`config.mk`:
```
export PLATFORM = sky130hd
export DESIGN_NAME = cdr_nibble_merge
export DESIGN_NICKNAME = d
export VERILOG_FILES = /design/src/rtl/cdr_nibble_merge_pkg.sv /design/src/rtl/cdr_nm_slice.sv /design/src/rtl/cdr_nm_role.sv /design/src/rtl/cdr_nm_pack.sv /design/src/rtl/cdr_nibble_merge.sv
export SDC_FILE = /design/constraint.sdc
export NUM_CORES = 1
export LEC_CHECK = 0
export ABC_AREA = 1
export BUFFER_PORTS_ARGS = -buffer_cell sky130_fd_sc_hd__buf_2
export CORE_MARGIN = 2
export CORE_UTILIZATION = 58
export CTS_CLUSTER_DIAMETER = 100
export DETAILED_ROUTE_END_ITERATION = 10
export HOLD_SLACK_MARGIN = 0.1
export PLACE_DENSITY = 0.79
export SYNTH_ARGS = -nofsm -noshare
export SYNTH_HDL_FRONTEND = slang
export SYNTH_SLANG_ARGS = --single-unit
export TNS_END_PERCENT = 100
```
`constraint.sdc`:
```
create_clock -name clk -period 3.3 [get_ports clk]
set_input_delay 0.66 -clock clk [delete_from_list [all_inputs] [get_ports clk]]
set_output_delay 0.66 -clock clk [all_outputs]
set_load 0.05 [all_outputs]
```
`src/rtl/cdr_nibble_merge_pkg.sv`:
```
`timescale 1ns/1ps
package cdr_nibble_merge_pkg;

  typedef enum logic {
    SRC_MST = 1'b0,
    SRC_SLV = 1'b1
  } src_e;

  // number of groups the supplier contributes in one cycle
  function automatic logic [1:0] group_take(input logic emit, input logic step_old,
                                            input logic step_new);
    if (!emit)         return 2'd0;
    else if (step_old) return 2'd0;
    else if (step_new) return 2'd2;
    else               return 2'd1;
  endfunction

endpackage

```
`src/rtl/cdr_nm_slice.sv`:
```
`timescale 1ns/1ps
module cdr_nm_slice #(
  parameter int NIB_W     = 4,
  parameter int HIST_NIBS = 3,
  parameter int PTR_W     = 4
) (
  input  logic             clk,
  input  logic             rst_n,
  input  logic [NIB_W-1:0] din,
  input  logic             under,
  input  logic             over,
  input  logic             enable,
  input  logic             reinit,
  output logic [PTR_W-1:0] ptr_q,
  output logic [NIB_W-1:0] grp_sel,
  output logic [NIB_W-1:0] grp_prev,
  output logic             step_old,
  output logic             step_new,
  output logic             evt
);
  localparam int HIST_W   = NIB_W * HIST_NIBS;
  localparam int PTR_MAX  = HIST_W - NIB_W;
  localparam int PTR_INIT = NIB_W;

  logic [HIST_W-1:0] hist_q;
  logic [PTR_W-1:0]  ptr_eff;
  logic              ev_old, ev_new;
  logic [HIST_W-1:0] sh_sel, sh_prev;

  function automatic logic [PTR_W-1:0] ptr_move(input logic [PTR_W-1:0] p,
                                                input logic up, input logic dn);
    if (up)      return p + PTR_W'(NIB_W);
    else if (dn) return p - PTR_W'(NIB_W);
    else         return p;
  endfunction

  always_comb begin
    ev_old   = enable & under & ~over;
    ev_new   = enable & over & ~under;
    evt      = ev_old | ev_new;
    step_old = ev_old & (ptr_q <= PTR_W'(PTR_MAX - NIB_W));
    step_new = ev_new & (ptr_q >= PTR_W'(NIB_W));
    ptr_eff  = ptr_move(ptr_q, step_old, step_new);
    sh_sel   = hist_q >> ptr_eff;
    sh_prev  = hist_q >> (int'(ptr_eff) + NIB_W);
    grp_sel  = sh_sel[NIB_W-1:0];
    grp_prev = sh_prev[NIB_W-1:0];
  end

  always_ff @(posedge clk) begin
    if (!rst_n) begin
      hist_q <= '0;
      ptr_q  <= PTR_W'(PTR_INIT);
    end else begin
      hist_q <= {hist_q[HIST_W-NIB_W-1:0], din};
      ptr_q  <= reinit ? PTR_W'(PTR_INIT) : ptr_eff;
    end
  end
endmodule

```
`src/rtl/cdr_nm_role.sv`:
```
`timescale 1ns/1ps
module cdr_nm_role
  import cdr_nibble_merge_pkg::*;
#(
  parameter int TAP_W = 7
) (
  input  logic             clk,
  input  logic             rst_n,
  input  logic             mst_locked,
  input  logic             slv_locked,
  input  logic [TAP_W-1:0] mst_taps,
  input  logic [TAP_W-1:0] slv_taps,
  input  logic             sup_evt,
  output logic             run_q,
  output src_e             active_q,
  output logic             flush,
  output logic             start
);
  logic both, none;

  always_comb begin
    both  = mst_locked & slv_locked;
    none  = ~mst_locked & ~slv_locked;
    start = ~run_q & both;
    flush = run_q & none;
  end

  always_ff @(posedge clk) begin
    if (!rst_n) begin
      run_q    <= 1'b0;
      active_q <= SRC_MST;
    end else begin
      if (start)      run_q <= 1'b1;
      else if (flush) run_q <= 1'b0;
      if (start)
        active_q <= (slv_taps < mst_taps) ? SRC_SLV : SRC_MST;
      else if (run_q && !flush && sup_evt)
        active_q <= (active_q == SRC_MST) ? SRC_SLV : SRC_MST;
    end
  end
endmodule

```
`src/rtl/cdr_nm_pack.sv`:
```
`timescale 1ns/1ps
module cdr_nm_pack #(
  parameter int NIB_W    = 4,
  parameter int OUT_NIBS = 2
) (
  input  logic               clk,
  input  logic               rst_n,
  input  logic               flush,
  input  logic [1:0]         take,
  input  logic [NIB_W-1:0]   grp_a,
  input  logic [NIB_W-1:0]   grp_b,
  output logic [NIB_W*OUT_NIBS-1:0] word_q,
  output logic               vld_q
);
  localparam int OUT_W = NIB_W * OUT_NIBS;
  localparam int BUF_W = 2 * OUT_W;
  localparam int CNT_W = $clog2(2 * OUT_NIBS + 1);

  logic [BUF_W-1:0] buf_q, merged;
  logic [CNT_W-1:0] cnt_q, total;

  function automatic logic [BUF_W-1:0] place(input logic [NIB_W-1:0] g, input int slot);
    return BUF_W'(g) << (slot * NIB_W);
  endfunction

  always_comb begin
    merged = buf_q;
    if (take != 2'd0) merged = merged | place(grp_a, int'(cnt_q));
    if (take == 2'd2) merged = merged | place(grp_b, int'(cnt_q) + 1);
    total = cnt_q + CNT_W'(take);
  end

  always_ff @(posedge clk) begin
    if (!rst_n) begin
      buf_q  <= '0;
      cnt_q  <= '0;
      word_q <= '0;
      vld_q  <= 1'b0;
    end else if (flush) begin
      buf_q <= '0;
      cnt_q <= '0;
      vld_q <= 1'b0;
    end else if (total >= CNT_W'(OUT_NIBS)) begin
      word_q <= merged[OUT_W-1:0];
      vld_q  <= 1'b1;
      buf_q  <= merged >> OUT_W;
      cnt_q  <= total - CNT_W'(OUT_NIBS);
    end else begin
      vld_q <= 1'b0;
      buf_q <= merged;
      cnt_q <= total;
    end
  end
endmodule

```
`src/rtl/cdr_nibble_merge.sv`:
```
`timescale 1ns/1ps
module cdr_nibble_merge
  import cdr_nibble_merge_pkg::*;
#(
  parameter int NIB_W     = 4,
  parameter int HIST_NIBS = 3,
  parameter int OUT_NIBS  = 2,
  parameter int TAP_W     = 7
) (
  input  logic                      clk,
  input  logic                      rst_n,
  input  logic [NIB_W-1:0]          mst_nib,
  input  logic [NIB_W-1:0]          slv_nib,
  input  logic                      mst_locked,
  input  logic                      slv_locked,
  input  logic [TAP_W-1:0]          mst_taps,
  input  logic [TAP_W-1:0]          slv_taps,
  input  logic                      mst_under,
  input  logic                      mst_over,
  input  logic                      slv_under,
  input  logic                      slv_over,
  output logic [NIB_W*OUT_NIBS-1:0] word_o,
  output logic                      word_vld_o
);
  localparam int HIST_W  = NIB_W * HIST_NIBS;
  localparam int PTR_MAX = HIST_W - NIB_W;
  localparam int PTR_W   = $clog2(PTR_MAX + 1);

  logic [1:0][NIB_W-1:0] nib_in, sel, prev;
  logic [1:0]            und_in, ovr_in, up, dn, evt;
  logic [1:0][PTR_W-1:0] ptr;

  // named internal events for the checker
  logic             run_w, flush_w, start_w, emit_w;
  src_e             active_w;
  logic             act_evt_w, act_up_w, act_dn_w, mon_evt_w;
  logic [PTR_W-1:0] act_ptr_w, mst_ptr_w, slv_ptr_w;
  logic [1:0]       take_w;
  logic [NIB_W-1:0] grp_a, grp_b;
  int               a_idx, m_idx;

  assign nib_in = {slv_nib, mst_nib};
  assign und_in = {slv_under, mst_under};
  assign ovr_in = {slv_over, mst_over};

  for (genvar gi = 0; gi < 2; gi++) begin : g_slice
    cdr_nm_slice #(.NIB_W(NIB_W), .HIST_NIBS(HIST_NIBS), .PTR_W(PTR_W)) slice_i (
      .clk(clk), .rst_n(rst_n), .din(nib_in[gi]),
      .under(und_in[gi]), .over(ovr_in[gi]),
      .enable(emit_w), .reinit(flush_w | start_w),
      .ptr_q(ptr[gi]), .grp_sel(sel[gi]), .grp_prev(prev[gi]),
      .step_old(up[gi]), .step_new(dn[gi]), .evt(evt[gi])
    );
  end

  cdr_nm_role #(.TAP_W(TAP_W)) role_i (
    .clk(clk), .rst_n(rst_n), .mst_locked(mst_locked), .slv_locked(slv_locked),
    .mst_taps(mst_taps), .slv_taps(slv_taps), .sup_evt(act_evt_w),
    .run_q(run_w), .active_q(active_w), .flush(flush_w), .start(start_w)
  );

  always_comb begin
    emit_w    = run_w & ~flush_w;
    a_idx     = (active_w == SRC_SLV) ? 1 : 0;
    m_idx     = 1 - a_idx;
    act_evt_w = evt[a_idx];
    act_up_w  = up[a_idx];
    act_dn_w  = dn[a_idx];
    mon_evt_w = evt[m_idx];
    act_ptr_w = ptr[a_idx];
    mst_ptr_w = ptr[0];
    slv_ptr_w = ptr[1];
    take_w    = group_take(emit_w, act_up_w, act_dn_w);
    grp_a     = act_dn_w ? prev[a_idx] : sel[a_idx];
    grp_b     = sel[a_idx];
  end

  cdr_nm_pack #(.NIB_W(NIB_W), .OUT_NIBS(OUT_NIBS)) pack_i (
    .clk(clk), .rst_n(rst_n), .flush(flush_w), .take(take_w),
    .grp_a(grp_a), .grp_b(grp_b), .word_q(word_o), .vld_q(word_vld_o)
  );
endmodule

```
---- After elaboration in Yosys (flattened, before gate mapping) ----
Index checks and enable logic that the tools add are counted.
storage, ports and cells
  register bits after elaboration ......... 62
  bits of input ports ..................... 30
  word-level logic and storage cells ...... 110
operators by class
  add/sub/neg operators ................... 9
  magnitude comparators ................... 7
  equal/unequal tests ..................... 1
  shift operators ......................... 6
  mux-type cells .......................... 35
  bitwise operators ....................... 31
  reductions and logical operators ........ 10
operator list
  kind                 number
  $shr 12x32->4        2
  $mux 4               11
  $mux 16              2
  $or 16x16->16        2
  $shl 4x32->16        1
  $shr 12x4->4         2
  $and 1x1->1          17
  $mux 1               17
  $shl 4x5->16         1
  $add 4x3->5 const B  2
  $not 1->1            9
  $add 4x3->4 const B  2
  $ge 4x3->1 const B   2
  $le 4x3->1 const B   2
  $mux 8               1
  $sub 4x3->4 const B  2
  $lt 7x7->1           1
  $mux 2               3
  $reduce_bool 2->1    3
  $add 3x1->4 const B  1
  $reduce_or 2->1      2
  $add 3x2->3          1
  $ge 3x2->1 const B   1
  $mux 3               1
  8 further kinds      11

---- Longest topological paths before layout ----
  word-level depth ........................ 22
  gate-level depth with buffers ........... 19
  gate-level depth less buffers ........... 18

---- By module ----
A second synthesis with hierarchy kept.
second synthesis, totals
  cells, all modules ...................... 586
  area total of the unflattened synthesis .. 3724.8 µm²
modules (own cells, without submodules)
  module            times used  cells each  area each (µm²)  sequential area each (µm²)
  cdr_nm_slice      2           121         813.3            280.3
  cdr_nm_pack       1           236         1536.5           560.5
  cdr_nm_role       1           50          289.0            40.0
  cdr_nibble_merge  1           58          272.8            0.0

---- Worst setup path after synthesis ----
Ideal clock, no wire load.
  path kind ............................... in2reg
  from .................................... input port slv_over
  to ...................................... register pack_i.word_q[0]
  library setup time ...................... 0.109 ns
  arrival ................................. 2.822 ns
  data required time ...................... 3.191 ns
  path slack .............................. 0.369 ns
  stages on the path ...................... 17
  path buffers ............................ 1
  cell sequence ........................... inv_1 nor2_1 nand3_4 nand2_1 nand2_2 inv_2 nor2_1 ha_1 fa_1 xnor2_1 nand2_1 nand2_1 inv_1 clkbuf_1 nand3_1 nand2_1 inv_1
on the way
  longest elaborated chain between the ends .. 16
  elaborated cells between the ends (all ways) .. 38
ends and longest elaborated chain
  what                                       RTL line                text
  start, declared                            cdr_nibble_merge.sv:21  input logic slv_over,
  $and 1x1->1 (2 in a row)                   cdr_nm_slice.sv:39      ev_new = enable & over & ~under;
  $and 1x1->1                                cdr_nm_slice.sv:42      step_new = ev_new & (ptr_q >= PTR_W'(NIB_W));
  $mux 4                                     cdr_nm_slice.sv:33      else if (dn) return p - PTR_W'(NIB_W);
  $mux 4                                     cdr_nm_slice.sv:32      if (up) return p + PTR_W'(NIB_W);
  $add 4x3->5                                cdr_nm_slice.sv:45      sh_prev = hist_q >> (int'(ptr_eff) + NIB_W);
  $shr 12x32->4                              cdr_nm_slice.sv:45
  $mux 4 (implied by the code) (3 in a row)  cdr_nibble_merge.sv:74  grp_a = act_dn_w ? prev[a_idx] : sel[a_idx];
  $mux 4                                     cdr_nibble_merge.sv:74
  $shl 4x5->16                               cdr_nm_pack.sv:23       return BUF_W'(g) << (slot * NIB_W);
  $or 16x16->16                              cdr_nm_pack.sv:28       if (take != 2'd0) merged = merged | place(grp_a, int'(cnt_q));
  $mux 16                                    cdr_nm_pack.sv:28
  $or 16x16->16                              cdr_nm_pack.sv:29       if (take == 2'd2) merged = merged | place(grp_b, int'(cnt_q) + 1);
  $mux 16                                    cdr_nm_pack.sv:29
  end signal, assigned                       cdr_nm_pack.sv:44       word_q <= merged[OUT_W-1:0];
  end, declared                              cdr_nm_pack.sv:12       output logic [NIB_W*OUT_NIBS-1:0] word_q,
Several ways; a longest one is shown, not always the timed one. The select of a mux whose other input is x is not followed.
A chain may end at the register's enable or synchronous reset.

---- Worst setup path after layout ----
  from .................................... register g_slice[0].slice_i.ptr_q[2]
  to ...................................... register pack_i.word_q[5]
on the way
  longest elaborated chain between the ends .. 15
  elaborated cells between the ends (all ways) .. 38
ends and longest elaborated chain
  what                                       RTL line                text
  start, declared                            cdr_nm_slice.sv:14      output logic [PTR_W-1:0] ptr_q,
  start signal, assigned                     cdr_nm_slice.sv:53      ptr_q <= PTR_W'(PTR_INIT);
  start signal, assigned                     cdr_nm_slice.sv:56      ptr_q <= reinit ? PTR_W'(PTR_INIT) : ptr_eff;
  $ge 4x3->1                                 cdr_nm_slice.sv:42
  $and 1x1->1                                cdr_nm_slice.sv:42
  $mux 4                                     cdr_nm_slice.sv:33
  $mux 4                                     cdr_nm_slice.sv:32
  $add 4x3->5                                cdr_nm_slice.sv:45
  $shr 12x32->4                              cdr_nm_slice.sv:45
  $mux 4 (implied by the code) (3 in a row)  cdr_nibble_merge.sv:74
  $mux 4                                     cdr_nibble_merge.sv:74
  $shl 4x5->16                               cdr_nm_pack.sv:23
  $or 16x16->16                              cdr_nm_pack.sv:28
  $mux 16                                    cdr_nm_pack.sv:28
  $or 16x16->16                              cdr_nm_pack.sv:29
  $mux 16                                    cdr_nm_pack.sv:29
Several ways; a longest one is shown, not always the timed one. The select of a mux whose other input is x is not followed.

==> flow_summary_export.csv <==
group,metric,value,unit
detailed_routing,routedWlPerCell,11.9,um
finish,area_growth,12.1,%
finish,fill_cells,503,
grt,grt_antenna_before_repair,0,
grt,grt.overflow.total,0,
finish,utilization,67.5,%
power,p_int,1130,uW
die,die_h,79.8,um
yosys,synth-seq-cells,58,
detailed_routing,wl,7360,um
yosys,synth_most_common_cell,"nand2_1",
detailed_routing,ant_nets,0,
cts,cts_max_path_buffers,2,
cts,clk_latency,0.34,ns
grt,grt_start_max_net_pins,27,
yosys,synth_edf_count,0,
place,dp_slack,-0.0185,ns
die,die_w,79.8,um
power,ir_worst_vdd,0.365,mV
timing,relSlewSlack,57.6,%
cts,post-cts-setup-buffer-count,0,
power,swShare,31.3,%
detailed_routing,dr.first_iter.drc_count,295,
worst_setup_path,critPathRequiredTime,3.55,ns
yosys,ys_seq_area_share,34.8,%
detailed_routing,dr.pass1.iters,4,
power,combPwrFrac,18.5,%
timing,slew_viol_final,0,
cts,clockRootBuffer,"clkbuf_8",
job,cap_viol_max_count,0,
grt,grt.total_usage,24.9,%
cts,clock-sinks,58,
worst_setup_path,cp_top_family,"simple AND/OR/NAND/NOR gates",
worst_setup_path,cpMaxStageDelayCell,"dfxtp_1",
yosys,synth.top_cells.by_count,"155 x nand2_1, 81 x inv_1, 66 x nand3_1",
worst_setup_path,worstPathCellList,"inv_1 -> ha_1 -> nor2_1 -> nand2_2 -> nand2_1 -> nand2_2 -> inv_2 -> nor2_1 -> ha_1 -> fa_1 -> xnor2_1 -> nand2_1 -> nand2_1 -> inv_1 -> nor2_1 -> nor2_1 -> nand2_1 -> inv_1",
cts,cts_hold_buf,0,
cts,path_clk_slew,0.07,ns
timing,fin_worst_skew,0.00894,ns
finish,finalNonFillerCells,616,
worst_setup_path,path_buf_inv,4,
finish,drive_above_1_share,17.6,%
yosys,yosys_warnings,0,
timing,timing.fmax,330,MHz
yosys,syn_nets,544,
timing,hold_viol_final,0,
power,design_power_total,1650,uW
yosys,synthFlopType,"dfxtp_1",
finish,layout.nets,583,
worst_setup_path,cp_max_fo,16,
yosys,syn_area,0.00334,mm^2
power,power_frac_seq,45.6,%
yosys,yosysTopAreaCell,"dfxtp_1",
yosys,postSynthAreaPerCell,6.66,um^2
detailed_routing,vias,3189,
die,rows,27,
timing,rsz0062_at_grt,"false",
timing,setup_viol,0,
yosys,synth.area.top_cells,"dfxtp_1 35%, nand2_1 17%, nand3_1 9.9%",
yosys,synthArstFlopShare,0,%
power,pwr-share-clk,35.8,%
yosys,ys_types,32,
place,gp_congestion,0.985,
cts,cts_buffers,9,
grt,grt_pass1_wl,12400,um
power,p_per_area,441,mW/mm^2
timing,finalCriticalPeriod,3.03,ns
die,die_area,0.00637,mm^2
cts,htreeDepth,3,
yosys,synth_top_area_share,34.8,%
cts,post_cts_resized,0,
die,ios,39,
die,core-area,0.00554,mm^2
finish,diodes,0,
grt,first_global_vias,2943,
timing,setup_ws,0.269,ns
worst_setup_path,worst_path_largest_cell_delay,0.41,ns
cts,cts_tree,"built",
detailed_routing,drc,0,
die,initial_core_util,60.2,%
timing,timing.final.crit_share,91.8,%
min_path,hp-class,"flip-flop to flip-flop",
place,place_hpwl,5490,um
worst_setup_path,critPathArrivalTime,3.28,ns
power,p_switching,516,uW
place,io_buffers,38,
place,dp_cells,601,
timing,worstMarginPinSlew,0.636,ns
status,status,"finished, final reports clean",
detailed_routing,routed_via_density,5.18,
yosys,synthCells,501,
worst_setup_path,crit_path_start_kind,"flip-flop",
power,power.leakage,0.00210,uW
worst_setup_path,critPathKind,"flip-flop to flip-flop",
worst_setup_path,endpoint_kind,"flip-flop",
layout by cell type (no fill, tap or decap), types with 6 or more instances in the layout:
| cell | instances |
|---|---|
| nor2_1 | 28 |
| clkbuf_8 | 11 |
| nand4_1 | 18 |
| inv_2 | 13 |
| nand3_1 | 66 |
| nand2_2 | 9 |
| buf_2 | 38 |
| ha_1 | 12 |
| nand2_1 | 155 |
| a21boi_1 | 8 |
| dfxtp_1 | 58 |
| a21oi_1 | 6 |
| inv_1 | 81 |
| nand3_2 | 6 |
final timing paths:
check,from,to,slack [ns],cells after the start
max reg2reg,g_slice[0].slice_i.ptr_q[2],pack_i.word_q[5],0.27,18
min reg2reg,g_slice[0].slice_i.hist_q[2],g_slice[0].slice_i.hist_q[6],0.42,2
min,g_slice[0].slice_i.hist_q[2],g_slice[0].slice_i.hist_q[6],0.42,2
max,g_slice[0].slice_i.ptr_q[2],pack_i.word_q[5],0.27,18
cell type report:
type | count | area (um^2) | share of cell area [%]
clock inverter | 2 | 12.5 | 0.335
clock buffer | 13 | 159 | 4.25
multi-input combinational | 336 | 1760 | 46.9
tap | 72 | 90.1 | 2.41
sequential | 58 | 1160 | 31.0
timing repair buffer | 40 | 205 | 5.49
inverter | 95 | 357 | 9.53
layer usage:
layer  routed length (um)  up-vias  share of wire (%)  global-route usage (%)
li1                     -     1640                  -                       -
met1                 3530     1428                 48                    31.9
met2                 3300      107                 45                    39.7
met3                  416       14                5.7                    5.77
met4                  114        0                1.5                    11.5
met5                    0        -                  0                       0
sequential cells by signal, indices dropped and copies added (netlist names):
| name | count |
|---|---|
| pack_i.cnt_q | 3 |
| pack_i.word_q | 8 |
| pack_i.buf_q | 16 |
| role_i.active_q | 1 |
| role_i.run_q | 1 |
| pack_i.vld_q | 1 |
| g_slice.slice_i.hist_q | 24 |
| g_slice.slice_i.ptr_q | 4 |
power by group through the flow:
stage	Sequential, uW	Clock, uW	Combinational [uW]
2_1_floorplan	800	0	194
3_5_place_dp	768	0	303
5_1_grt	756	624	341
4_1_cts	752	589	304
3_3_place_gp	767	0	293
6_report	753	591	305
metrics by stage:
step | setup TNS (ns) | instance area, um^2 | hold WS [ns]
floorplan | 0 | 3340 | 0.407
global placement | 0 | 3570 | 0.412
detailed placement | -0.0198 | 3570 | 0.416
CTS | 0 | 3740 | 0.424
global route | 0 | 3740 | 0.446
finish | 0 | 3740 | 0.425
worst reg2reg max path: cells and delay by family, from the launching register on:
family        cells  cell delay, ns
simple gates     10            1.07
flops             1            0.41
fa+ha+maj         3            0.80
buf+inv           4            0.41
xor+xnor          1            0.23
cells by family (layout without fill, tap and decap cells):
kind of cell | count (synthesis) | after routing | share of synthesized area, %
buf+inv | 107 | 150 | 12.6
flops | 58 | 58 | 34.8
fa+ha+maj | 13 | 13 | 5.10
xor+xnor | 2 | 2 | 0.525
compound gates | 21 | 21 | 4.13
simple gates | 300 | 300 | 42.9
Note: power is estimated with default switching activity, not from simulation.
